[src/rtl/pwm_oneshot_pkg.sv]
package pwm_oneshot_pkg;

  typedef enum logic [1:0] {
    ST_IDLE = 2'd0,
    ST_LEAD = 2'd1,
    ST_HIGH = 2'd2
  } osState_t;

  typedef struct packed {
    logic loadLead;   // start lead interval, capture width
    logic loadWidth;  // start high phase
    logic countDown;  // decrement interval counter
    logic setPwm;     // drive output high
    logic clrPwm;     // drive output low
  } dpStrobe_t;

endpackage

[src/rtl/pwm_oneshot_dp.sv]
module pwm_oneshot_dp
  import pwm_oneshot_pkg::*;
#(
  parameter int CODE_W     = 8,
  parameter int LEAD_TICKS = 4,
  parameter int MIN_WIDTH  = 2
) (
  input  logic              clk,
  input  logic              rstN,
  input  logic              trigIn,
  input  logic [CODE_W-1:0] codeIn,
  input  dpStrobe_t         strb,
  output logic              trigRise,
  output logic              cntZero,
  output logic              pwmOut
);

  localparam logic [CODE_W-1:0] LEAD_LOAD = CODE_W'(LEAD_TICKS - 1);
  localparam logic [CODE_W-1:0] MIN_W     = CODE_W'(MIN_WIDTH);

  logic              trigPrev;
  logic [CODE_W-1:0] cnt;
  logic [CODE_W-1:0] widthReg;
  logic [CODE_W-1:0] clampedW;
  logic              pwmReg;

  assign trigRise = trigIn & ~trigPrev;
  assign cntZero  = (cnt == '0);
  assign clampedW = (codeIn < MIN_W) ? MIN_W : codeIn;
  assign pwmOut   = pwmReg;

  always_ff @(posedge clk or negedge rstN) begin
    if (!rstN) begin
      trigPrev <= 1'b0;
    end else begin
      trigPrev <= trigIn;
    end
  end

  always_ff @(posedge clk or negedge rstN) begin
    if (!rstN) begin
      cnt      <= '0;
      widthReg <= MIN_W;
    end else if (strb.loadLead) begin
      cnt      <= LEAD_LOAD;
      widthReg <= clampedW;
    end else if (strb.loadWidth) begin
      cnt <= widthReg - 1'b1;
    end else if (strb.countDown) begin
      cnt <= cnt - 1'b1;
    end
  end

  always_ff @(posedge clk or negedge rstN) begin
    if (!rstN) begin
      pwmReg <= 1'b0;
    end else if (strb.clrPwm) begin
      pwmReg <= 1'b0;
    end else if (strb.setPwm) begin
      pwmReg <= 1'b1;
    end
  end


  width_floor_chk: assert property (@(posedge clk) disable iff (!rstN)
    widthReg >= MIN_W)
    else $error("captured width below minimum");


  width_hold_chk: assert property (@(posedge clk) disable iff (!rstN)
    !strb.loadLead |=> $stable(widthReg))
    else $error("captured width changed without a trigger");

endmodule

[src/rtl/pwm_oneshot_ctrl.sv]
module pwm_oneshot_ctrl
  import pwm_oneshot_pkg::*;
(
  input  logic      clk,
  input  logic      rstN,
  input  logic      enable,
  input  logic      trigRise,
  input  logic      cntZero,
  input  logic      pwmOut,
  output dpStrobe_t strb
);

  osState_t state, stateNxt;

  always_ff @(posedge clk or negedge rstN) begin
    if (!rstN) state <= ST_IDLE;
    else       state <= stateNxt;
  end

  always_comb begin
    stateNxt = state;
    strb     = '0;
    if (!enable) begin
      stateNxt    = ST_IDLE;
      strb.clrPwm = 1'b1;
    end else begin
      unique case (state)
        ST_IDLE: begin
          if (trigRise) begin
            stateNxt      = ST_LEAD;
            strb.loadLead = 1'b1;
          end
        end
        ST_LEAD: begin
          if (cntZero) begin
            stateNxt       = ST_HIGH;
            strb.loadWidth = 1'b1;
            strb.setPwm    = 1'b1;
          end else begin
            strb.countDown = 1'b1;
          end
        end
        ST_HIGH: begin
          if (cntZero) begin
            strb.clrPwm = 1'b1;
            if (trigRise) begin
              stateNxt      = ST_LEAD;
              strb.loadLead = 1'b1;
            end else begin
              stateNxt = ST_IDLE;
            end
          end else begin
            strb.countDown = 1'b1;
          end
        end
        default: stateNxt = ST_IDLE;
      endcase
    end
  end


  lead_quiet_chk: assert property (@(posedge clk) disable iff (!rstN)
    (state == ST_LEAD) |-> !pwmOut)
    else $error("output high during lead interval");


  rise_from_lead_chk: assert property (@(posedge clk) disable iff (!rstN)
    $rose(pwmOut) |-> ($past(state) == ST_LEAD) && $past(cntZero))
    else $error("output rose outside end of lead");


  no_restart_chk: assert property (@(posedge clk) disable iff (!rstN)
    (state == ST_HIGH && !cntZero && enable) |=> (state == ST_HIGH) && pwmOut)
    else $error("pulse interrupted or restarted");


  fall_at_end_chk: assert property (@(posedge clk) disable iff (!rstN)
    $fell(pwmOut) |-> ($past(state) == ST_HIGH) && ($past(cntZero) || !$past(enable)))
    else $error("output fell before width elapsed");

endmodule

[src/rtl/pwm_oneshot.sv]
module pwm_oneshot
  import pwm_oneshot_pkg::*;
#(
  parameter int CODE_W     = 8,
  parameter int LEAD_TICKS = 4,
  parameter int MIN_WIDTH  = 2
) (
  input  logic              clk,
  input  logic              rstN,
  input  logic              enable,
  input  logic              trigIn,
  input  logic [CODE_W-1:0] codeIn,
  output logic              pwmOut
);

  dpStrobe_t strb;
  logic      trigRise;
  logic      cntZero;

  pwm_oneshot_ctrl u_ctrl (
    .clk      (clk),
    .rstN     (rstN),
    .enable   (enable),
    .trigRise (trigRise),
    .cntZero  (cntZero),
    .pwmOut   (pwmOut),
    .strb     (strb)
  );

  pwm_oneshot_dp #(
    .CODE_W     (CODE_W),
    .LEAD_TICKS (LEAD_TICKS),
    .MIN_WIDTH  (MIN_WIDTH)
  ) u_dp (
    .clk      (clk),
    .rstN     (rstN),
    .trigIn   (trigIn),
    .codeIn   (codeIn),
    .strb     (strb),
    .trigRise (trigRise),
    .cntZero  (cntZero),
    .pwmOut   (pwmOut)
  );


  disable_low_chk: assert property (@(posedge clk) disable iff (!rstN)
    !enable |=> !pwmOut)
    else $error("output high while disabled");

endmodule

[config.mk]
export PLATFORM = sky130hd
export DESIGN_NAME = pwm_oneshot
export DESIGN_NICKNAME = d
export VERILOG_FILES = /design/src/rtl/pwm_oneshot_pkg.sv /design/src/rtl/pwm_oneshot_dp.sv /design/src/rtl/pwm_oneshot_ctrl.sv /design/src/rtl/pwm_oneshot.sv
export SDC_FILE = /design/constraint.sdc
export NUM_CORES = 1
export LEC_CHECK = 0
export BUFFER_PORTS_ARGS = -buffer_cell sky130_fd_sc_hd__buf_4
export CAP_MARGIN = 10
export CORE_ASPECT_RATIO = 2
export CORE_MARGIN = 3
export CORE_UTILIZATION = 43
export CTS_BUF_LIST = sky130_fd_sc_hd__clkbuf_4
export DETAILED_ROUTE_END_ITERATION = 10
export GPL_ROUTABILITY_DRIVEN = 1
export REMOVE_ABC_BUFFERS = 1
export SETUP_SLACK_MARGIN = 0.05
export SLEW_MARGIN = 20
export SYNTH_ARGS = -nofsm -noshare
export SYNTH_HDL_FRONTEND = slang
export SYNTH_HIERARCHICAL = 1
export SYNTH_SLANG_ARGS = --single-unit
[constraint.sdc]
create_clock -name clk -period 6.81 [get_ports clk]
set_input_delay 1.0215 -clock clk [delete_from_list [all_inputs] [get_ports clk]]
set_output_delay 1.0215 -clock clk [all_outputs]
set_load 0.01 [all_outputs]
== After elaboration in Yosys (flattened, before gate mapping) ==
Index checks and enable logic that the tools add are counted.

* Memory bits (writable): 0
* Register bits: 20
* Memory bits (read-only): 0
* Bits in latches: 0
* Memories: 0

* Multiply operators: 0
* Add/sub/neg operators: 2
* Shifts and indexed selects: 0
* Bitwise logic cells: 2
* Equality and inequality tests: 5
* Muxes and demuxes: 22
* Div/mod/pow operators: 0
* Reduce and logical (&&, ||, !) cells: 6
* $lt $le $gt $ge: 1

{| class="wikitable"
|+ Operators with widths
! kind !! count
|-
| 8-bit two-way mux || 4
|-
| 8-bit by 1-bit subtractor with 8-bit output, second input constant || 2
|-
| 1-bit two-way mux || 11
|-
| 3-bit != test, second input constant || 3
|-
| 8-bit zero test || 1
|-
| 8-bit by 2-bit less-than comparator with 1-bit output, second input constant || 1
|-
| 2-bit two-way mux || 4
|-
| 2-bit one-hot mux with 3 select lines || 1
|-
| 4-bit two-way mux || 1
|-
| 3-bit AND reduction || 1
|-
| 3-bit nonzero test || 1
|-
| 2-bit by 1-bit equality test with 1-bit output, second input constant || 1
|-
| 2-bit equality test, second input constant || 1
|-
| 2-bit zero test || 1
|-
| 1-bit one-hot mux with 2 select lines || 1
|-
| 2-bit nonzero test || 1
|-
| 2-bit OR reduction || 1
|-
| 1-bit AND || 1
|-
| 1-bit inverter || 1
|}

== Longest topological paths before layout ==
Gate-level depths: netlist of the first run.

* Depth after elaboration: 9
* Gate-level depth with buffers: 15

== Modules after synthesis ==
The synthesis of the first run kept the hierarchy.

{| class="wikitable"
|+ Modules (own cells, without submodules)
! module !! cells each !! times used !! area each (µm²)
|-
| pwm_oneshot_dp || 98 || 1 || 1003.5
|-
| pwm_oneshot_ctrl || 28 || 1 || 241.5
|}

== Worst setup path before layout of the first run ==
No wires, ideal clock.

* Path type: register to register
* Start: register u_dp.cnt[3]
* End: register u_dp.cnt[4]
* Required time: 6.716 ns
* Path slack: 3.759 ns
* Data arrival time: 2.957 ns
* Stages on the path, launching flop included: 16
* Buffers on the path: 3
* Cell sequence: dfrtp_1 nor4_1 nand2_1 nor2_1 and3_2 buf_4 buf_2 buf_1 inv_1 a21boi_0 ha_1 nand2_1 nor3_1 xor2_1 nor2_1 a211oi_1

{| class="wikitable"
|+ RTL lines
! element !! RTL line !! source
|-
| start: declaration || pwm_oneshot_dp.sv:22 || <nowiki>logic [CODE_W-1:0] cnt;</nowiki>
|-
| start signal: assignment || pwm_oneshot_dp.sv:48 || <nowiki>cnt <= widthReg - 1'b1;</nowiki>
|-
| start signal: assignment || pwm_oneshot_dp.sv:50 || <nowiki>cnt <= cnt - 1'b1;</nowiki>
|}

== Final worst setup path of the first run ==
* Start: register u_dp.cnt[3]
* End: register u_dp.cnt[4]

* Cells in the longest elaborated chain, start to end: 6

{| class="wikitable"
|+ Ends and longest elaborated chain
! element !! RTL line !! source
|-
| 8-bit zero test (*) || pwm_oneshot_dp.sv:28 || <nowiki>assign cntZero = (cnt == '0);</nowiki>
|-
| net cntZero || pwm_oneshot.sv:18 || <nowiki>logic cntZero;</nowiki>
|-
| branches (longest 2 deep; another with 1-bit one-hot mux with 2 select lines) || -- ||
|-
| 4-bit two-way mux (*) || pwm_oneshot_ctrl.sv:23 || <nowiki>if (!enable) begin</nowiki>
|-
| 8-bit two-way mux || pwm_oneshot_dp.sv:47 || <nowiki>end else if (strb.loadWidth) begin</nowiki>
|-
| 8-bit two-way mux || pwm_oneshot_dp.sv:44 || <nowiki>end else if (strb.loadLead) begin</nowiki>
|}

Mark *: on every way through the listed nets, which the timed path passes. The select of a mux whose other input is x is not followed.
A chain may end at the register's enable or synchronous reset.

==> impl.org, run 1 <==
** STA
- Setup violations remaining at the end of the flow were counted as 0.
- Maximum clock rate :: 326 MHz
- Fin worst setup slack :: 3.75 ns
- The number of pins with negative max-slew slack in the final report is 0.
- Setup total negative slack on the finished layout was measured at 0 ns.
- Hold timing on the final database bottoms out at a slack of 0.517 ns.
- Setup repair after global routing left no endpoint under its margin.
- Tcrit/Tclk final :: 45.0%
- The routed design could run at a clock period as short as 3.06 ns.
- The number of hold-slack violations in the final timing report is 0.
- Worst slew slack as a fraction of its limit :: 41.3%
- Clock Skews :: 0.0118 ns
- At the pin with the least slew margin, the transition time is 0.879 ns.

** Worst setup path
- On the critical path, the stage with the largest delay is an instance of sky130_fd_sc_hd__and3_2.
- The most critical setup path has its startpoint at u_dp/cnt[3].
- The endpoint identified for the worst register-to-register timing path is u_dp/cnt[4].
- In this run the critical register-to-register path is launched from u_dp/cnt[3].
- Counting cells, the worst reg-to-reg path comes to 12.
- R2r setup slk :: 3.75 ns
- For the worst setup path, the data required time is 7.05 ns.
- Number of buffer and inverter instances along the worst setup path :: 1
- Kind of end point of the critical path :: flip-flop
- On the worst path, the slowest cell contributes a delay of 0.54 ns.
- Data arrival at the endpoint of the critical path :: 3.30 ns
- In this design, the largest share of critical-path delay is due to simple AND/OR/NAND/NOR gates.
- Ordered cell list for the critical path :: nor4_1 -> nand2_1 -> nor2_1 -> and3_2 -> inv_1 -> a21boi_0 -> ha_1 -> nand2_1 -> nor3_1 -> xor2_1 -> nor2_1 -> a211oi_1
- The worst setup path is of the flip-flop to flip-flop kind.
- Maximum fanout along the worst path :: 24
- Startpoint kind of the worst setup timing path :: flip-flop

** Worst hold path
- For hold timing, the worst endpoint is u_dp/pwmOut.
- Number of stages on the worst hold path :: 2
- The startpoint identified for the worst hold timing path is u_dp/pwmOut.
- Hold/Removal Path Class :: flip-flop to flip-flop

** Floorplanning
- The core region is 2770 µm².
- Number of placement rows :: 27
- Die extent in x :: 44.0 µm
- Die area :: 3620 µm²
- The die is 82.1 µm tall.
- 13 I/O pins were placed.
- Once the floorplan was initialized, standard cells occupied 44.9% of the core.

** Drt
- Vias :: 943
- Remaining antenna violation count after routing :: 0
- Summed over all layers, the routed wires come to 2710 µm.
- Dividing the detail-routed wire length by the instance count gives 16.2 µm.
- After the first detailed-routing iteration, the DRC count stood at 12.
- Detailed-route vias per instance :: 5.65
- The first TritonRoute pass finished after 4 iterations.
- In the routed design, unresolved DRC markers number 0.

** Power
- Switching fraction of total power :: 36.4%
- Per report_power, the sequential group accounts for 52.3% of the total.
- Share of total power in combinational logic :: 30.8%
- Internal power consumption :: 224 µW
- Total power :: 352 µW
- The clock network is responsible for 16.8% of the overall power.
- Net Switching :: 128 µW
- Across the VDD grid, the largest voltage drop is 0.164 mV.
- Power density over the cells :: 255 nW/µm²
- Summed over all cells, the static leakage comes to 0.569 nW.

** GRT
- Across every metal layer, demand over resource in global routing totals 17.7%.
- Vias in the first global route :: 1015
- Antenna violations before repair :: 0
- The first global-routing pass estimated 4640 µm of wire.
- Entering global routing, the biggest net connects 25 pins.
- Total congestion overflow after global routing :: 0

** Clock tree
- The later pin in the worst-skew pair is clocked with a latency of 0.32 ns.
- TritonCTS clock tree :: yes
- Clock buffer count from CTS :: 3
- Number of H-tree branching levels :: 1
- CTS hold repair buffers :: 0
- Count of instances resized after the clock tree is built :: 0
- Postcts setup bufs :: 0
- After clock tree synthesis, the clock-pin slew on the worst setup and hold paths is 0.12 ns.
- Number of clock sinks seen by CTS :: 20
- No sink is reached through more buffers than the 2 on the longest clock path.
- CTS placed an instance of sky130_fd_sc_hd__clkbuf_4 at the clock tree root.

** Yosys
- During synthesis, Yosys emitted a total of 6 warnings.
- Of all cell types, the one taking the most synthesized area is sky130_fd_sc_hd__dfrtp_1.
- Ys flop type :: sky130_fd_sc_hd__dfrtp_1
- In this run the biggest area consumer among cell types represents 38.2% of the synthesized area.
- By area the synthesized netlist is led by sky130_fd_sc_hd__dfrtp_1 38%, sky130_fd_sc_hd__ha_1 6.0%, sky130_fd_sc_hd__xnor2_1 5.6%.
- After synthesis the netlist holds a flip-flop and latch count of 20.
- Cells after Synth :: 126
- Counting flops with a built-in enable in the synthesized netlist gives 0.
- Average cell area after synthesis :: 9.88 µm²
- Fraction of synthesis flops using an asynchronous set or reset pin :: 100%
- By instance count, the leading cell after synthesis is sky130_fd_sc_hd__dfrtp_1.
- In this run the cell area of the synthesized design comes to 1240 µm².
- Count of cell types in the netlist :: 41
- Fraction of the yosys area taken by sequential cells :: 40.3%
- Most common library cells after synthesis :: 19 x sky130_fd_sc_hd__dfrtp_1, 12 x sky130_fd_sc_hd__nor2_1, 9 x sky130_fd_sc_hd__nand2_1

** Layout
- In the final layout, the share of cells above drive strength 1 is 20.3%.
- Relative to the synthesized area, the layout overhead comes to 11.0%.
- After the last flow step, the layout net total stands at 157.
- Summing all non-filler instances in the final layout gives an area of 1380 µm².
- Finished Layout Cells :: 167
- Fillcell total :: 267
- ANT cells :: 0
- For this run, the share of the core covered by cells in the final layout is 49.9%.

** Placement
- Placer Congestion :: 0.892
- After legalization and detailed placement, the total HPWL measured 2060 µm.
- During placement, the flow inserted port buffers numbering 12.
- Counting tap cells, the placed design contains a total of 163 instances.
- Timing analysis after detailed placement gives a worst setup slack of 3.72 ns.
- After detailed placement, the total cell area comes to 1360 µm².

** Run status
- Status :: completed

** Run
- Max-capacitance violation count :: 0
[layer usage]
layer / wire [µm] / GRT usage [%] / part of all wire, % / up-vias
met1: 999 / 18.5 / 37 / 458
li1: - / - / - / 467
met2: 1580 / 33.6 / 59 / 13
met3: 60 / 1.30 / 2.2 / 5
met4: 61 / 9.06 / 2.3 / 0
met5: 0 / 0 / 0 / -
[kinds of logic (layout without fill, tap and decap cells)]
group	Yosys count	count (layout)	share of synthesized area, %
compound gates	26	26	15.4
xor+xnor	12	12	8.44
fa+ha+maj	6	6	6.03
buf+inv	12	24	4.02
flops	20	20	40.3
mux	6	6	5.33
simple gates	44	44	20.5
[how the worst max path moves through the flow]
stage / to / depth (start not counted) / slack [ns]
after floorplan: u_dp/cnt[4] / 12 / 4.14
after global placement: u_dp/cnt[4] / 10 / 3.84
after detailed placement: u_dp/cnt[4] / 12 / 3.72
after CTS: u_dp/cnt[4] / 12 / 3.72
after global routing: u_dp/cnt[4] / 12 / 3.36
final: u_dp/cnt[4] / 12 / 3.75
[layout by cell type, fill, tap and decap left out, types with 4 or more instances in the layout]
cell	Yosys	routed
sky130_fd_sc_hd__ha_1	6	6
sky130_fd_sc_hd__a211oi_1	4	4
sky130_fd_sc_hd__nand2_1	9	9
sky130_fd_sc_hd__nor3b_1	5	5
sky130_fd_sc_hd__nor3_1	4	4
sky130_fd_sc_hd__inv_1	7	7
sky130_fd_sc_hd__nor2_1	12	12
sky130_fd_sc_hd__xor2_1	4	4
sky130_fd_sc_hd__dfrtp_1	19	19
sky130_fd_sc_hd__buf_4	1	13
sky130_fd_sc_hd__mux2_2	5	5
sky130_fd_sc_hd__xnor2_1	8	8
sky130_fd_sc_hd__o21ai_0	7	7
[sequential cells by signal, indices dropped and copies added, names as in the netlist]
name / cells
u_dp/cnt: 8
u_ctrl/state: 2
u_dp/trigPrev: 1
u_dp/widthReg: 8
u_dp/pwmOut: 1
[power by group through the flow]
stage | combinational (mW) | clock (mW) | sequential [mW]
after floorplan | 0.0817 | 0 | 0.176
after global placement | 0.107 | 0 | 0.186
after detailed placement | 0.108 | 0 | 0.186
after CTS | 0.109 | 0.0612 | 0.184
after global routing | 0.122 | 0.0649 | 0.189
final | 0.108 | 0.0592 | 0.184
[worst min-delay path: stages (launching register included)]
cell	delay [ns]
sky130_fd_sc_hd__dfrtp_1	0.37
sky130_fd_sc_hd__nor2_1	0.04
sky130_fd_sc_hd__nor2_1	0.08
[cell type report]
cell class                      instances  area (µm²)  area share (%)
Clock inverter                          1        3.75           0.272
Tap cell                               29        36.3            2.63
Timing Repair Buffer                   13        97.6            7.07
Inverter                                7        26.3            1.90
Multi-Input combinational cell         94         693            50.2
Sequential cell                        20         502            36.3
Clock buffer                            3        22.5            1.63
No activity file was read; power rests on OpenSTA's default activity.
==> inputs of run 2 (changes only) <==
==> constraint.sdc (replaced) <==
create_clock -name clk -period 3 [get_ports clk]
set_input_delay 0.45 -clock clk [delete_from_list [all_inputs] [get_ports clk]]
set_output_delay 0.45 -clock clk [all_outputs]
set_load 0.01 [all_outputs]
==> impl.org, run 2 (synthesis results as in run 1) <==
** Clock tree
- The number of setup buffers added after CTS is 0.
- Count of instances resized after the clock tree is built :: 0
- In this run, post-CTS hold repair placed 0 buffers.
- Clock buffer count from CTS :: 3
- Number of H-tree branching levels :: 1
- Root buffer cell :: sky130_fd_sc_hd__clkbuf_4
- Max Buffers Root-to-Sink :: 2
- Clock tree synthesis found a total of 20 sinks.
- For the worst-skew pair, the clock arrives at the later sink with an insertion delay of 0.30 ns.
- Clock-pin slew was measured on the worst setup and hold paths at 0.11 ns.
- TritonCTS clock tree :: yes

** Layout
- Cells with a size suffix above 1 make up 22.3% of the layout.
- The finished layout holds 168 standard cells, fillers aside.
- ANT cells :: 0
- Commonest cells after routing, fill and taps aside :: 19 x sky130_fd_sc_hd__dfrtp_1, 14 x sky130_fd_sc_hd__buf_4, 11 x sky130_fd_sc_hd__nor2_1
- Number of nets in the finished design :: 158
- Layout area overhead :: 12.7%
- Commonest non-fill, non-tap cell in the layout :: sky130_fd_sc_hd__dfrtp_1
- Leading registers by flop count :: u_dp/cnt: 8 flops, u_dp/widthReg: 8 flops, u_ctrl/state: 2 flops

** Drt
- Detailed-route vias per instance :: 5.72
- Per-cell routed wire length :: 16.1 µm
- In the routed design, unresolved DRC markers number 0.
- Iter 0 DRT Violations :: 11
- For this run, the detailed router's first-pass iteration total came to 4.
- Vias :: 961
- In this run the remaining antenna-violating nets after routing total 0.
- Summed over all layers, the routed wires come to 2700 µm.

** STA
- Least-Margin Pin Slew :: 0.852 ns
- Dividing the final minimum period by the clock period gives 90.9%.
- Min Tclk post-route :: 2.73 ns
- For the final database, setup skew stands at 0.00743 ns.
- Derived from the worst setup path, the maximum achievable clock frequency is 367 MHz.
- Final count of negative-setup-slack endpoints :: 0
- Pins Over Slew Limit :: 0
- Setup repair after global routing left no endpoint under its margin.
- The number of hold-slack violations in the final timing report came to 0.
- Summed negative setup slack over all endpoints :: 0 ns
- Worst slew slack as a fraction of its limit :: 43.1%

** GRT
- Total congestion overflow after global routing :: 0
- Pin count of the biggest net entering global routing :: 21
- GR Util met2 :: 31.9%
- In the global route stage, met3 resource usage came out at 1.30%.
- Global router's overall resource usage :: 16.8%
- Vias in the first global route :: 996
- Wire length of the first global-routing pass :: 4470 µm
- Antenna violations before repair :: 0
- Global routing consumed, on the met1 layer, 17.7% of the routing resources.
- Top Usage Layer GRT :: met2

** Power
- Power density over the cells :: 569 nW/µm²
- Across the VDD grid, the largest voltage drop is 0.366 mV.
- Leakage :: 0.570 nW

** Worst hold path
- Hold/Removal Path Class :: input port to asynchronous set/reset pin

** Placement
- In this run the tool buffered the top-level ports with 12 buffer cells.
- Placer Congestion :: 0.837
- Hpwl dp :: 2090 µm
- Including well taps, the total number of placed cells is 164.

** Run status
- Status :: completed

** Worst setup path
- Critical path's slowest cell :: sky130_fd_sc_hd__dfrtp_1
- Required time reported for the critical path endpoint :: 3.21 ns
- The startpoint identified for the worst register-to-register timing path is u_dp/cnt[6].
- Of all nets on the critical path, the largest fanout is 9.
- The worst setup path is of the flip-flop to flip-flop kind.
- The critical path starts at u_dp/cnt[6].
- On the worst path, the slowest cell contributes a delay of 0.42 ns.
- STA classifies the critical path startpoint as a flip-flop.
- STA classifies the critical path endpoint as a flip-flop.
- Data arrival at the endpoint of the critical path :: 2.93 ns
- The critical path goes through nor3_1 -> nand2_1 -> nor2_4 -> and3_4 -> inv_1 -> a21boi_0 -> ha_2 -> nand2_1 -> nor3_1 -> xor2_1 -> nor2_1 -> a211oi_1.

** Floorplanning
- Die extent in x :: 44.0 µm
- Row generation in the floorplan step produced 27 rows.
- Initial core utilization :: 44.9%
- Die area :: 3620 µm²
- Vertical die dimension :: 82.1 µm
- Count of pins on the block boundary :: 13
- Floorplan Core Area :: 2770 µm²

** Run
- Max-capacitance violation count :: 0
==> run 2: path summary, 6_finish.rpt <==
path | slack [ns] | endpoint | cells past startpoint
worst max-delay path | 0.27 | u_dp/cnt[4] | 12
worst min-delay path | 0.01 | u_dp/widthReg[2] | 1
worst max register to register | 0.27 | u_dp/cnt[4] | 12
worst min register to register | 0.52 | u_dp/pwmOut | 2
max in group asynchronous | 2.72 | u_dp/widthReg[1] | 1
min in group clk | 0.26 | u_dp/trigPrev | 1
==> run 2: final cells by class <==
class	instances	area, µm²
flip-flops and latches	20	502
well taps	29	36.3
inverters	7	26.3
repair buffers	14	105
fillers	266	1370
clock inverters	1	3.75
clock buffers	3	22.5
multi-input cells	94	707
==> run 2: metal layers <==
metal	vias to the layer above	part of all wire, %
met4	0	3.0
met5	-	0
met3	6	3.0
met2	22	58
met1	462	36
li1	471	-
==> run 2: per-stage QoR <==
stage | setup slack (ns) | instance area [µm²] | total power [mW] | hold WS [ns] | util [%]
finish | 0.273 | 1400 | 0.798 | 0.0124 | 50.6
global route | 0.0585 | 1400 | 0.856 | 0.00318 | 50.6
floorplan | 0.329 | 1220 | 0.584 | 0.154 | -
global placement | 0.186 | 1360 | 0.663 | 0.349 | 49.2
detailed placement | 0.150 | 1360 | 0.665 | 0.347 | 49.2
CTS | 0.121 | 1390 | 0.801 | 0.00860 | 50.1
==> run 2: critical path: cells and delay by family, from the launching register on <==
kind / cells / cell delay (ns)
xor+xnor: 1 / 0.18
compound gates: 2 / 0.40
flops: 1 / 0.42
buf+inv: 1 / 0.06
simple gates: 7 / 1.31
fa+ha+maj: 1 / 0.27
==> run 2: power by group <==
part | switching (mW) | total, mW | internal (mW)
Combinational | 0.126 | 0.253 | 0.127
Clock | 0.0797 | 0.128 | 0.0484
Sequential | 0.0820 | 0.417 | 0.335
